**src/rtl/wsd_pkg.sv**
```systemverilog
package wsd_pkg;
  typedef struct packed {
    logic is_signed;
    logic setcc;
    logic negate;
  } wsd_ctl_t;
endpackage

```
**src/rtl/wsd_prep.sv**
```systemverilog
module wsd_prep #(
  parameter int W = 32
) (
  input  logic [W-1:0]   hi_w,
  input  logic [W-1:0]   lo_w,
  input  logic [W-1:0]   dsr_w,
  input  logic           is_signed,
  output logic [2*W-1:0] dvd_mag,
  output logic [W-1:0]   dsr_mag,
  output logic           negate,
  output logic           dsr_zero
);
  localparam int DW = 2 * W;
  logic [DW-1:0] dvd_raw;
  logic          dvd_neg, dsr_neg;

  always_comb begin
    dvd_raw  = {hi_w, lo_w};
    dvd_neg  = is_signed & dvd_raw[DW-1];
    dsr_neg  = is_signed & dsr_w[W-1];
    dvd_mag  = dvd_neg ? (~dvd_raw + 1'b1) : dvd_raw;
    dsr_mag  = dsr_neg ? (~dsr_w + 1'b1) : dsr_w;
    negate   = dvd_neg ^ dsr_neg;
    dsr_zero = (dsr_w == '0);
  end
endmodule

```
**src/rtl/wsd_core.sv**
```systemverilog
module wsd_core #(
  parameter int W = 32
) (
  input  logic           clk,
  input  logic           rst_n,
  input  logic           load,
  input  logic [2*W-1:0] dvd_in,
  input  logic [W-1:0]   dsr_in,
  output logic           fin,
  output logic [2*W-1:0] quo_mag
);
  localparam int ITER = 2 * W;
  localparam int CW   = $clog2(ITER);
  localparam logic [CW-1:0] LAST = CW'(ITER - 1);

  logic [2*W-1:0] dq_q;
  logic [W-1:0]   rem_q;
  logic [W-1:0]   dsr_q;
  logic [CW-1:0]  cnt_q;
  logic           run_q;
  logic [W:0]     shifted;
  logic           ge;
  logic [W:0]     diff;

  always_comb begin
    shifted = {rem_q, dq_q[2*W-1]};
    ge      = (shifted >= {1'b0, dsr_q});
    diff    = shifted - {1'b0, dsr_q};
  end

  always_ff @(posedge clk) begin
    if (!rst_n) begin
      dq_q  <= '0;
      rem_q <= '0;
      dsr_q <= '0;
      cnt_q <= '0;
      run_q <= 1'b0;
      fin   <= 1'b0;
    end else begin
      fin <= 1'b0;
      if (load) begin
        dq_q  <= dvd_in;
        rem_q <= '0;
        dsr_q <= dsr_in;
        cnt_q <= '0;
        run_q <= 1'b1;
      end else if (run_q) begin
        rem_q <= ge ? diff[W-1:0] : shifted[W-1:0];
        dq_q  <= {dq_q[2*W-2:0], ge};
        cnt_q <= cnt_q + 1'b1;
        if (cnt_q == LAST) begin
          run_q <= 1'b0;
          fin   <= 1'b1;
        end
      end
    end
  end

  assign quo_mag = dq_q;


  core_start_chk: assert property (@(posedge clk) disable iff (!rst_n)
    load |=> run_q && !fin);
endmodule

```
**src/rtl/wsd_sat.sv**
```systemverilog
module wsd_sat #(
  parameter int W = 32
) (
  input  logic [2*W-1:0] mag,
  input  logic           is_signed,
  input  logic           negate,
  output logic [W-1:0]   q,
  output logic           ovf
);
  localparam logic [2*W-1:0] UMAX = {{W{1'b0}}, {W{1'b1}}};
  localparam logic [2*W-1:0] SPOS = UMAX >> 1;
  localparam logic [2*W-1:0] SNEG = SPOS + 1'b1;

  always_comb begin
    q   = mag[W-1:0];
    ovf = 1'b0;
    if (!is_signed) begin
      if (mag > UMAX) begin
        q   = '1;
        ovf = 1'b1;
      end
    end else if (!negate) begin
      if (mag > SPOS) begin
        q   = {1'b0, {(W-1){1'b1}}};
        ovf = 1'b1;
      end
    end else begin
      if (mag > SNEG) begin
        q   = {1'b1, {(W-1){1'b0}}};
        ovf = 1'b1;
      end else begin
        q = ~mag[W-1:0] + 1'b1;
      end
    end
  end
endmodule

```
**src/rtl/wide_sat_divider.sv**
```systemverilog
module wide_sat_divider #(
  parameter int W = 32
) (
  input  logic         clk,
  input  logic         rst_n,
  input  logic         req_valid,
  output logic         req_ready,
  input  logic         req_signed,
  input  logic         req_setcc,
  input  logic [W-1:0] hi_word,
  input  logic [W-1:0] opnd_a,
  input  logic [W-1:0] opnd_b,
  output logic         done,
  output logic [W-1:0] quotient,
  output logic         ovf,
  output logic         dz_trap,
  output logic [W-1:0] cc_quot,
  output logic         cc_ovf
);
  import wsd_pkg::*;

  logic           busy_q, zero_q;
  wsd_ctl_t       ctl_q;
  logic [2*W-1:0] dvd_mag;
  logic [W-1:0]   dsr_mag;
  logic           negate, dsr_zero;
  logic           accept, core_fin;
  logic [2*W-1:0] quo_mag;
  logic [W-1:0]   sat_q;
  logic           sat_ovf;

  assign req_ready = ~busy_q;
  assign accept    = req_valid & ~busy_q;

  wsd_prep #(.W(W)) u_prep (
    .hi_w(hi_word), .lo_w(opnd_a), .dsr_w(opnd_b), .is_signed(req_signed),
    .dvd_mag(dvd_mag), .dsr_mag(dsr_mag), .negate(negate), .dsr_zero(dsr_zero)
  );

  wsd_core #(.W(W)) u_core (
    .clk(clk), .rst_n(rst_n), .load(accept & ~dsr_zero),
    .dvd_in(dvd_mag), .dsr_in(dsr_mag), .fin(core_fin), .quo_mag(quo_mag)
  );

  wsd_sat #(.W(W)) u_sat (
    .mag(quo_mag), .is_signed(ctl_q.is_signed), .negate(ctl_q.negate),
    .q(sat_q), .ovf(sat_ovf)
  );

  always_ff @(posedge clk) begin
    if (!rst_n) begin
      busy_q   <= 1'b0;
      zero_q   <= 1'b0;
      ctl_q    <= '0;
      done     <= 1'b0;
      quotient <= '0;
      ovf      <= 1'b0;
      dz_trap  <= 1'b0;
      cc_quot  <= '0;
      cc_ovf   <= 1'b0;
    end else begin
      done <= 1'b0;
      if (accept) begin
        busy_q <= 1'b1;
        zero_q <= dsr_zero;
        ctl_q  <= '{is_signed: req_signed, setcc: req_setcc, negate: negate};
      end else if (busy_q && (zero_q || core_fin)) begin
        busy_q <= 1'b0;
        zero_q <= 1'b0;
        done   <= 1'b1;
        if (zero_q) begin
          quotient <= '0;
          ovf      <= 1'b0;
          dz_trap  <= 1'b1;
        end else begin
          quotient <= sat_q;
          ovf      <= sat_ovf;
          dz_trap  <= 1'b0;
          if (ctl_q.setcc) begin
            cc_quot <= sat_q;
            cc_ovf  <= sat_ovf;
          end
        end
      end
    end
  end


  done_pulse_chk: assert property (@(posedge clk) disable iff (!rst_n)
    done |=> !done);

  ready_drop_chk: assert property (@(posedge clk) disable iff (!rst_n)
    (req_valid && req_ready) |=> !req_ready);

  trap_clean_chk: assert property (@(posedge clk) disable iff (!rst_n)
    (done && dz_trap) |-> (!ovf && quotient == '0 && $stable(cc_quot) && $stable(cc_ovf)));

  cc_hold_chk: assert property (@(posedge clk) disable iff (!rst_n)
    !done |-> ($stable(cc_quot) && $stable(cc_ovf)));

  uclamp_chk: assert property (@(posedge clk) disable iff (!rst_n)
    (done && ovf && !ctl_q.is_signed) |-> (quotient == '1));
endmodule

```
**config.mk**
```make
export PLATFORM = sky130hd
export DESIGN_NAME = wide_sat_divider
export DESIGN_NICKNAME = d
export VERILOG_FILES = /design/src/rtl/wsd_pkg.sv /design/src/rtl/wsd_prep.sv /design/src/rtl/wsd_core.sv /design/src/rtl/wsd_sat.sv /design/src/rtl/wide_sat_divider.sv
export SDC_FILE = /design/constraint.sdc
export NUM_CORES = 1
export LEC_CHECK = 0
export ABC_CLOCK_PERIOD_IN_PS = 3000
export BUFFER_PORTS_ARGS = -buffer_cell sky130_fd_sc_hd__buf_2
export CORE_MARGIN = 2
export CORE_UTILIZATION = 53
export DETAILED_ROUTE_END_ITERATION = 10
export PLACE_DENSITY = 0.78
export SYNTH_ARGS = -nofsm -noshare
export SYNTH_HDL_FRONTEND = slang
export SYNTH_SLANG_ARGS = --single-unit
```
**constraint.sdc**
```tcl
create_clock -name clk -period 3 [get_ports clk]
set_input_delay 0.6 -clock clk [delete_from_list [all_inputs] [get_ports clk]]
set_output_delay 0.6 -clock clk [all_outputs]
set_load 0.02 [all_outputs]
```
==> results.ini <==
[final_layout]
syn_to_final_growth_pct=27.1
final_nets=2104
drive_gt1_share_pct=24.7
seqCellArea_sq_mm=0.00419
filler_cell_count=1966
multi_input_area_sq_mm=0.00841

[logic_synthesis]
synth_common_cells=222 x nor2_1, 209 x dfxtp_1, 180 x a21oi_1, 140 x nand2_1, 92 x a211oi_1
synth.distinct_cells=74
synthArstFlopShare_pct=0
yosys-top-cells-area=dfxtp_1 32%, a21oi_1 6.9%, nor2_1 6.4%
synth_area_sq_mm=0.0130
syn_nets=1819
ys.flop_type=dfxtp_1
postSynthCellCount=1681
synth_top_cell_by_area=dfxtp_1
synth.most_common_cell=nor2_1
ys_seq_elements=209
synth_area_per_cell_sq_um=7.76
synth-edff-count=0
yosysWarnings=0
yosys.area.top_type_share_pct=32.1
yosysSeqAreaShare_pct=32.1

[global_routing]
grt_max_degree=61
grtUsageMet1_pct=40.9
busiest_layer=met2
use_met2_pct=47.0
grt_use_met3_pct=3.43
grt_pass1_wl_mm=62.6
antenna_found_initial=2
grt_use_total_pct=28.9
grt_overflow=0
grt_pass1_vias=12400

[floorplan]
initial_core_util_pct=53.8
dieWidth_microns=161
ios=170
num_rows=57
core_sq_mm=0.0242
die_area_sq_mm=0.0259
die_y_microns=161

[placement]
routabilityCongestion=0.946
hpwlAfterDp_mm=29.0
place_ws_ns=-0.338
io_buffers=169

[detailed_routing]
drt_iter0_markers=1327
postRouteAntennaNets=0
via_per_inst=5.94
via_count=13700
routed_wl_mm=40.5
drtPass1Iterations=5
drt-wirelength-per-cell_microns=17.5
drc=0

[run_status]
outcome=finished with violations
violations=setup timing

[clock_tree]
cts-root-buf=clkbuf_16
clock_sinks=209
numCtsBuffers=23
cts_tree=done
insertion_delay_ns=0.52
clk_path_buf_depth=3
ctsHoldBuffers=0
clk_pin_slew_ns=0.06
cts.htree.levels=1

[timing]
max_slew.worst_pin.slew_ns=0.745
period_minus_slack_ns=3.02
slew_headroom_pct=50.4
fin_crit_sh_pct=101
hold_viol_final=0
fmax_mhz=331
setup_viol=3
fin_worst_skew_ns=0.00820
fin_ws_ns=-0.0227
slew_violations=0

[pwr]
p_per_area_mw_per_mm2=513
total_power_w=0.00851
ir_drop_mv=0.346
leakage_nw=6.92

[critical_path]
crit_required_ns=3.35
end_kind=flip-flop
crit_arrival_ns=3.37
crit_fanout=5
path_class=reg2reg
critPathLaunchType=flip-flop

[worst_hold_path]
hp-class=in2reg

[run]
drv_cap=0

-- repair_timing --
action | in CTS | in global routing
resized for setup | 6 | 52
endpoints found under the setup margin | 33 | 46
cloned | 1 | 2
setup buffers | 7 | 9
pin swaps | 7 | 27
-- metrics by stage --
| step | util (%) | area (sq um) | TNS, ns | cells | hold slack [ns] |
|---|---|---|---|---|---|
| final | 68.4 | 16600 | -0.0497 | 2307 | 0.342 |
| after global routing | 68.3 | 16600 | -1.28 | 2306 | 0.343 |
| after CTS | 66.9 | 16200 | 0 | 2294 | 0.330 |
| after detailed placement | 63.3 | 15300 | -23.21 | 2246 | 0.445 |
| after global placement | 63.3 | 15300 | -12.21 | 2246 | 0.429 |
| after floorplan | - | 13100 | -0.272 | 1681 | 0.432 |
-- power by group --
group	switching, W	internal, W	leakage [nW]
Clock	0.00118	0.00174	0.370
Sequential	0.000152	0.00292	1.71
Combinational	0.00133	0.00117	4.84
-- registers in the layout (all words and copies together) (netlist names) --
name,cells
done,1
cc_quot,32
u_core.cnt_q,6
u_core.quo_mag,64
cc_ovf,1
ctl_q,3
u_core.fin,1
busy_q,1
u_core.rem_q,32
u_core.run_q,1
zero_q,1
ovf,1
u_core.dsr_q,32
dz_trap,1
quotient,32
-- worst max-delay path, cell delays in order, from the launching register on --
cell	delay (ns)
dfxtp_2	0.32
inv_2	0.09
ha_4	0.22
buf_4	0.15
a21oi_2	0.12
o21ai_2	0.08
a21o_1	0.21
a221o_1	0.40
a21boi_2	0.19
o211ai_1	0.09
buf_4	0.18
a21oi_4	0.15
buf_6	0.17
buf_12	0.12
nor2_1	0.05
a21oi_1	0.20
a211oi_1	0.12
-- per-layer routing --
metal  routed length, microns  vias to the layer above  share of wire (%)
met5                        0                        -                  0
met4                      939                        0                2.3
met3                     3080                       82                7.6
met2                    18500                      615                 46
met1                    17900                     6402                 44
li1                         -                     6600                  -
-- worst paths after layout --
path	end	start	slack, ns	cells past startpoint
max	u_core.rem_q[3]	u_core.dsr_q[2]	-0.02	16
min	busy_q	req_valid	0.34	2
max reg2reg	u_core.rem_q[3]	u_core.dsr_q[2]	-0.02	16
min reg2reg	cc_quot[3]	cc_quot[3]	0.45	2
-- logic make-up after synthesis --
kind of cell	Yosys count	share of synthesized area, %
buffers and inverters	177	5.54
and+or+nand+nor	544	19.5
xor gates and xnor gates	125	8.40
DFF	209	32.1
muxes	69	5.41
AOI/OAI and AO/OA	520	25.4
adders and majority gates	37	3.61
-- layout make-up --
cell class	instances	share of cell area [%]
multi-input cells	1295	50.8
flip-flops and latches	209	25.3
repair buffers	370	15.2
clock buffers	27	3.74
well taps	324	2.45
inverters	67	1.52
clock inverters	13	0.966
diodes	2	0.0302
-- layout by cell type, fill, tap and decap left out, drive strengths merged, types with 17 or more instances in the layout --
master / count
a31oi: 19
dfxtp: 209
o22a: 17
o21ai: 88
a211oi: 92
inv: 68
o31ai: 19
buf: 368
nor4: 30
ha: 36
xor2: 55
mux2i: 57
xnor2: 70
a22o: 25
nand3: 21
nor2: 222
nand2: 140
clkbuf: 29
a21oi: 180
nor3: 39
Power figures use the tool's default switching activity.
